===== config.mk =====
export PLATFORM = sky130hd
export DESIGN_NAME = shift_unit
export DESIGN_NICKNAME = d
export VERILOG_FILES = /design/src/rtl/shu_pkg.sv /design/src/rtl/shu_count_mask.sv /design/src/rtl/shu_shifter.sv /design/src/rtl/shift_unit.sv
export SDC_FILE = /design/constraint.sdc
export NUM_CORES = 1
export LEC_CHECK = 0
export ABC_AREA = 1
export BUFFER_PORTS_ARGS = -buffer_cell sky130_fd_sc_hd__buf_4
export CAP_MARGIN = 20
export CORE_ASPECT_RATIO = 0.75
export CORE_MARGIN = 5
export CORE_UTILIZATION = 60
export DETAILED_ROUTE_END_ITERATION = 6
export PLACE_DENSITY = 0.85
export SLEW_MARGIN = 20
export SYNTH_ARGS = -nofsm -noshare
export SYNTH_HDL_FRONTEND = slang
export SYNTH_SLANG_ARGS = --single-unit

===== constraint.sdc =====
create_clock -name clk -period 1.1 [get_ports clk]
set_clock_uncertainty 0.2 [all_clocks]
set_input_delay 0 -clock clk [delete_from_list [all_inputs] [get_ports clk]]
set_output_delay 0 -clock clk [all_outputs]
set_load 0.01 [all_outputs]

===== src/rtl/shu_pkg.sv =====
package shu_pkg;
    typedef enum logic [1:0] {
        OP_SHL  = 2'b00,
        OP_SHR  = 2'b01,
        OP_SAR  = 2'b10,
        OP_SAR2 = 2'b11
    } shift_op_e;

    function automatic logic is_arith(input logic [1:0] sel);
        return sel[1];
    endfunction

    function automatic logic is_left(input logic [1:0] sel);
        return (sel == OP_SHL);
    endfunction
endpackage


===== src/rtl/shu_count_mask.sv =====
module shu_count_mask #(
    parameter int CNT_W       = 8,
    parameter int NARROW_BITS = 5,
    parameter int WIDE_BITS   = 6
) (
    input  logic [CNT_W-1:0] raw_cnt,
    input  logic             wide,
    input  logic             legacy,
    output logic [CNT_W-1:0] eff_cnt,
    output logic             eff_zero
);
    localparam logic [CNT_W-1:0] NARROW_MASK = CNT_W'((1 << NARROW_BITS) - 1);
    localparam logic [CNT_W-1:0] WIDE_MASK   = CNT_W'((1 << WIDE_BITS) - 1);

    always_comb begin
        if (legacy)
            eff_cnt = raw_cnt;
        else if (wide)
            eff_cnt = raw_cnt & WIDE_MASK;
        else
            eff_cnt = raw_cnt & NARROW_MASK;
        eff_zero = (eff_cnt == '0);
    end
endmodule


===== src/rtl/shu_shifter.sv =====
module shu_shifter
    import shu_pkg::*;
#(
    parameter int DATA_W = 64,
    parameter int CNT_W  = 8
) (
    input  logic [DATA_W-1:0] data,
    input  logic [1:0]        op,
    input  logic              wide,
    input  logic [CNT_W-1:0]  amt,
    output logic [DATA_W-1:0] result,
    output logic              carry
);
    localparam int HALF = DATA_W / 2;

    logic              sign_bit;
    logic [DATA_W-1:0] ext;
    logic [DATA_W:0]   rtmp;
    logic [DATA_W:0]   rsh;
    logic [DATA_W:0]   lwide;
    logic [HALF:0]     lnarrow;
    logic [DATA_W-1:0] raw_res;
    logic              raw_c;

    always_comb begin
        sign_bit = wide ? data[DATA_W-1] : data[HALF-1];
        if (wide)
            ext = data;
        else if (is_arith(op))
            ext = {{HALF{sign_bit}}, data[HALF-1:0]};
        else
            ext = {{HALF{1'b0}}, data[HALF-1:0]};

        rtmp = {ext, 1'b0};
        if (is_arith(op))
            rsh = $unsigned($signed(rtmp) >>> amt);
        else
            rsh = rtmp >> amt;

        lwide   = {1'b0, data} << amt;
        lnarrow = {1'b0, data[HALF-1:0]} << amt;

        if (is_left(op)) begin
            raw_res = wide ? lwide[DATA_W-1:0] : {{HALF{1'b0}}, lnarrow[HALF-1:0]};
            raw_c   = wide ? lwide[DATA_W] : lnarrow[HALF];
        end else begin
            raw_res = rsh[DATA_W:1];
            raw_c   = rsh[0];
        end

        result = wide ? raw_res : {{HALF{1'b0}}, raw_res[HALF-1:0]};
        carry  = raw_c;
    end
endmodule


===== src/rtl/shift_unit.sv =====
module shift_unit
    import shu_pkg::*;
#(
    parameter int DATA_W = 64,
    parameter int CNT_W  = 8
) (
    input  logic              clk,
    input  logic              rst_n,
    input  logic [DATA_W-1:0] op_a,
    input  logic [CNT_W-1:0]  shamt,
    input  logic [1:0]        op_sel,
    input  logic              wide_mode,
    input  logic              legacy_cnt,
    output logic [DATA_W-1:0] res,
    output logic              cout,
    output logic              zf
);
    localparam int HALF        = DATA_W / 2;
    localparam int NARROW_BITS = $clog2(HALF);
    localparam int WIDE_BITS   = $clog2(DATA_W);

    logic [CNT_W-1:0]  eff_cnt;
    logic              eff_zero;
    logic [DATA_W-1:0] sh_res;
    logic              sh_c;
    logic [DATA_W-1:0] lim_in;

    shu_count_mask #(
        .CNT_W(CNT_W), .NARROW_BITS(NARROW_BITS), .WIDE_BITS(WIDE_BITS)
    ) u_mask (
        .raw_cnt (shamt),
        .wide    (wide_mode),
        .legacy  (legacy_cnt),
        .eff_cnt (eff_cnt),
        .eff_zero(eff_zero)
    );

    shu_shifter #(.DATA_W(DATA_W), .CNT_W(CNT_W)) u_shift (
        .data  (op_a),
        .op    (op_sel),
        .wide  (wide_mode),
        .amt   (eff_cnt),
        .result(sh_res),
        .carry (sh_c)
    );

    assign lim_in = wide_mode ? op_a : {{HALF{1'b0}}, op_a[HALF-1:0]};

    always_ff @(posedge clk or negedge rst_n) begin
        if (!rst_n) begin
            res  <= '0;
            cout <= 1'b0;
            zf   <= 1'b0;
        end else if (eff_zero) begin
            res <= lim_in;
        end else begin
            res  <= sh_res;
            cout <= sh_c;
            zf   <= (sh_res == '0);
        end
    end
endmodule


==> results of run 1 <==
-- metrics by stage --
| stage | area (µm²) | worst slack, ns |
|---|---|---|
| after floorplan | 14140 | -0.8492 |
| after global placement | 18800 | -1.755 |
| after detailed placement | 18800 | -1.840 |
| after CTS | 20380 | -1.177 |
-- cell usage after synthesis, drive strengths merged (2+ instances only) --
cell type,instances
clkbuf,37
a31oi,7
nand2,947
buf,164
nand4,14
inv,127
nor3,5
dfrtp,66
o21ai,64
nand3,951
a21oi,89
or2,3
nor2,79
o311ai,2
o211ai,10
a21boi,3
o31ai,6
-- routing by layer --
metal / track usage (%) / GRT overflow
met4: 86.70 / 192
met3: 79.99 / 44
met2: 97.03 / 295
met5: 56.38 / 11
met1: 86.89 / 47
-- repair_timing --
| item | in CTS |
|---|---|
| endpoints found under the setup margin | 66 |
| pin swaps | 46 |
| gates resized for setup | 214 |
| gates cloned | 9 |
| hold buffers | 1 |
| endpoints found under the hold margin | 66 |
| setup buffers | 24 |
-- kinds of logic after synthesis --
kind of cell,Yosys count
flops,66
compound gates,187
buf+inv,328
simple gates,2000
==> results.yml, run 1 <==
status:
  status: "did not finish"
  stop_stage: "global routing"
  stop_error: "[ERROR GRT-0116] Global routing finished with congestion. Check the congestion regions in the DRC Viewer."
yosys:
  synth_compound_area_share_pct: 7.792
  synth_area_mm2: 0.01336
  synth_top_family_by_area: "simple AND/OR/NAND/NOR gates"
  synth_nets: 2659
  synth_top_area_share_pct: 33.98
  syn_inst: 2581
  synth.ff_latch_count: 66
  yosys.area_share.simple_pct: 67.54
  synth_mux_area_share_pct: 0
  async_flop_share_pct: 100.0
  synth-xor-area-share_pct: 0
  ys.flop_type: "dfrtp_1"
  synth_edf_count: 0
  seq_area_frac_synth_pct: 12.36
  yosysWarnings: 0
  synth.area.top_cells: "nand3_1 (34%), nand2_1 (26%), dfrtp_1 (12%)"
  syn_avg_cell_area_um2: 5.176
  yosys.area.top_type: "nand3_1"
  ys_types: 42
  synth_adder_area_share_pct: 0
global_routing:
  grt_pass1_vias: 29250
  grt_usage_pct: 87.38
  grt_max_degree: 67
  grt_pass1_wl_um: 175300
  overflow: 589
floorplanning:
  fp.dieH_um: 139.2
  die_x_um: 182.3
  initial_core_util_pct: 60.75
  ioPinCount: 144
  rows: 47
place:
  hpwl_um: 58950
  gp_congestion: 1.412
  io_buffers: 143
  dpl.cell_count: 3335
clock_tree:
  root_buffer: "clkbuf_16"
  htreeDepth: 3
  clock-sinks: 66
  cts_made_buffers: 9
  cts_buffer_depth: 2
==> run 2: changes to the inputs <==
CORE_ASPECT_RATIO = default   (was 0.75)
CORE_UTILIZATION = 40   (was 60)
PLACE_DENSITY = default   (was 0.85)
PLACE_DENSITY_LB_ADDON = 0.15   (was default)
==> run 2 against run 1 <==
  * The flow now finishes, with violations (hold timing, setup timing)
  * Synthesized cell count is the same
  * Synthesized area is the same
==> results.yml, run 2 <==
yosys:
  synthTopCellsByCount: "nand2_1 (932), nand3_1 (907), inv_1 (116)"
  yosys.area.top_type: "nand3_1"
  yosysWarnings: 0
  ys.flop_type: "dfrtp_1"
  synth.ff_latch_count: 66
  synth_top_area_share_pct: 33.98
  synth_edf_count: 0
  seq_area_frac_synth_pct: 12.36
  synth.area.top_cells: "nand3_1 (34%), nand2_1 (26%), dfrtp_1 (12%)"
  syn_inst: 2581
  synth_nets: 2659
  ys_types: 42
  synth_area_mm2: 0.01336
  async_flop_share_pct: 100.0
  synth_most_common_cell: "nand2_1"
  syn_avg_cell_area_um2: 5.176
routing:
  avgRoutedWirePerCell_um: 24.90
  firstDrtPassIters: 7
  drtIter0Drc: 4437
  drt-vias-per-instance: 6.399
  vias: 23520
  ant_nets: 0
  routed_wl_um: 91520
  drc: 0
setup_path:
  crit_path_max_incr_delay_ns: 0.32
  critical_path_class: "in2reg"
  cp.arrival_ns: 2.62
  end_kind: "flip-flop"
  path_delay_family: "simple AND/OR/NAND/NOR gates"
  crit_fanout: 7
  crit_required_ns: 1.14
  slowest_stage: "nand4_1"
  crit_buf_inv: 5
  cp_common_cell: "nand2_1"
  critPathLaunchType: "input pin"
finish:
  insertedDiodeCount: 0
  area_growth_pct: 79.58
  final_common_cell: "nand2_1"
  final_cell_mix: "nand2_1 (744), buf_4 (739), nand3_1 (537)"
  multi_input_area_mm2: 0.01359
  layout.nets: 3301
  regMostFlops: "res"
  largest_reg_flops: 64
  regArea_mm2: 0.001652
  n_fill_cell: 2708
  drive_above_1_share_pct: 49.50
  fin_area_mm2: 0.02399
  reg_top3: "res x64, cout x1, zf x1"
clock_tree:
  htreeDepth: 3
  postCtsHoldBufs: 1
  clk_latency_ns: 0.35
  path_clk_slew_ns: 0.06
  cts_tree: "yes"
  cts_made_buffers: 9
  clock-sinks: 66
  root_buffer: "clkbuf_16"
  cts_buffer_depth: 2
floorplanning:
  die_x_um: 192.8
  fp.dieArea_mm2: 0.03716
  core_mm2: 0.03328
  fp.dieH_um: 192.8
  ioPinCount: 144
  rows: 67
  initial_core_util_pct: 40.14
global_routing:
  grt_pass1_wl_um: 127800
  overflow: 0
  grt_max_degree: 33
  grt_pass1_vias: 21380
  grt_usage_pct: 45.07
  antenna_found_initial: 2
timing:
  fmax_mhz: 387.5
  slew_headroom_pct: 65.06
  drv_slew: 0
  finalCritPeriodShare_pct: 234.6
  hold_viol: 14
  finalHoldWorstSlack_ns: -0.1403
  max_slew.worst_pin.slew_ns: 0.5241
  fin_crit_ns: 2.581
  rsz0062_at_grt: "yes"
  setup_viol: 66
  worst_slack_ns: -1.481
place:
  placed_area_mm2: 0.01965
  dp_worst_setup_slack_ns: -2.007
  hpwl_um: 68020
  io_buffers: 143
  gp_congestion: 1.189
status:
  status: "finished, violations left"
  violations: "hold timing, setup timing"
pwr:
  p_leak_nw: 12.39
  max-vdd-ir-drop_v: 0.0008924
  cellPowerDensity_mw_per_mm2: 822.2
worst_hold_path:
  hold_path_class: "in2async"
job:
  max_cap_viol_count: 0
## run 2: cell counts after synthesis
Identical to the previous run, type by type.
## run 2: cells by family (layout without fill, tap and decap cells)
group                  count (synthesis)  in the layout  synth area share (%)
buffers and inverters                328            975                 12.31
AOI/OAI and AO/OA                    187            187                 7.792
and+or+nand+nor                     2000           2000                 67.54
DFF                                   66             66                 12.36
## run 2: cell type report
cell class,instances,share of cell area (%)
clock buffers,10,0.9960
clock inverters,6,0.3755
inverters,127,2.206
multi-input cells,2187,56.63
flip-flops and latches,66,6.884
well taps,448,2.336
repair buffers,830,30.44
repair inverters,2,0.1304
## run 2: worst paths after layout
kind                       startpoint  endpoint  slack, ns  cells past startpoint
setup / recovery            wide_mode        zf      -1.48                     25
hold / removal                  rst_n   res[25]      -0.14                      2
setup reg to reg                 cout      cout       0.19                      1
hold reg to reg                    zf        zf       0.31                      2
max in group asynchronous       rst_n    res[2]       0.39                      3
min in group clk             shamt[7]      cout      -0.01                      6
## run 2: timing repair
item                                    CTS  global route
setup buffers                            21            23
endpoints found under the hold margin    67            13
endpoints found under the setup margin   66            68
gates cloned                              9            12
resized for setup                       301           435
pin swaps                                46           122
## run 2: per-stage QoR
stage	power, mW	std cells	hold slack, ns	setup TNS [ns]	util, %
after floorplan	8.246	2581	-0.4956	-30.72	-
final	19.73	3676	-0.1403	-57.53	72.09
after global routing	20.41	3676	-0.1048	-62.26	72.09
after detailed placement	13.67	3594	-0.3136	-87.20	59.05
after global placement	13.57	3594	-0.3222	-85.43	59.05
after CTS	17.77	3641	-0.1311	-50.07	64.92
## run 2: where the power goes
part | switching [mW] | internal [mW] | total (mW)
clock network | 1.15 | 2.05 | 3.20
registers | 0.0787 | 2.69 | 2.76
logic | 8.32 | 5.45 | 13.8
## run 2: routing by layer
metal	vias up	global-route usage [%]	wire length (µm)
met1	10700	56.80	32140
met2	2176	68.22	37300
met4	4	27.29	8673
met5	-	0	35
met3	663	12.50	13360
li1	9984	-	-
Power figures use the tool's default switching activity.
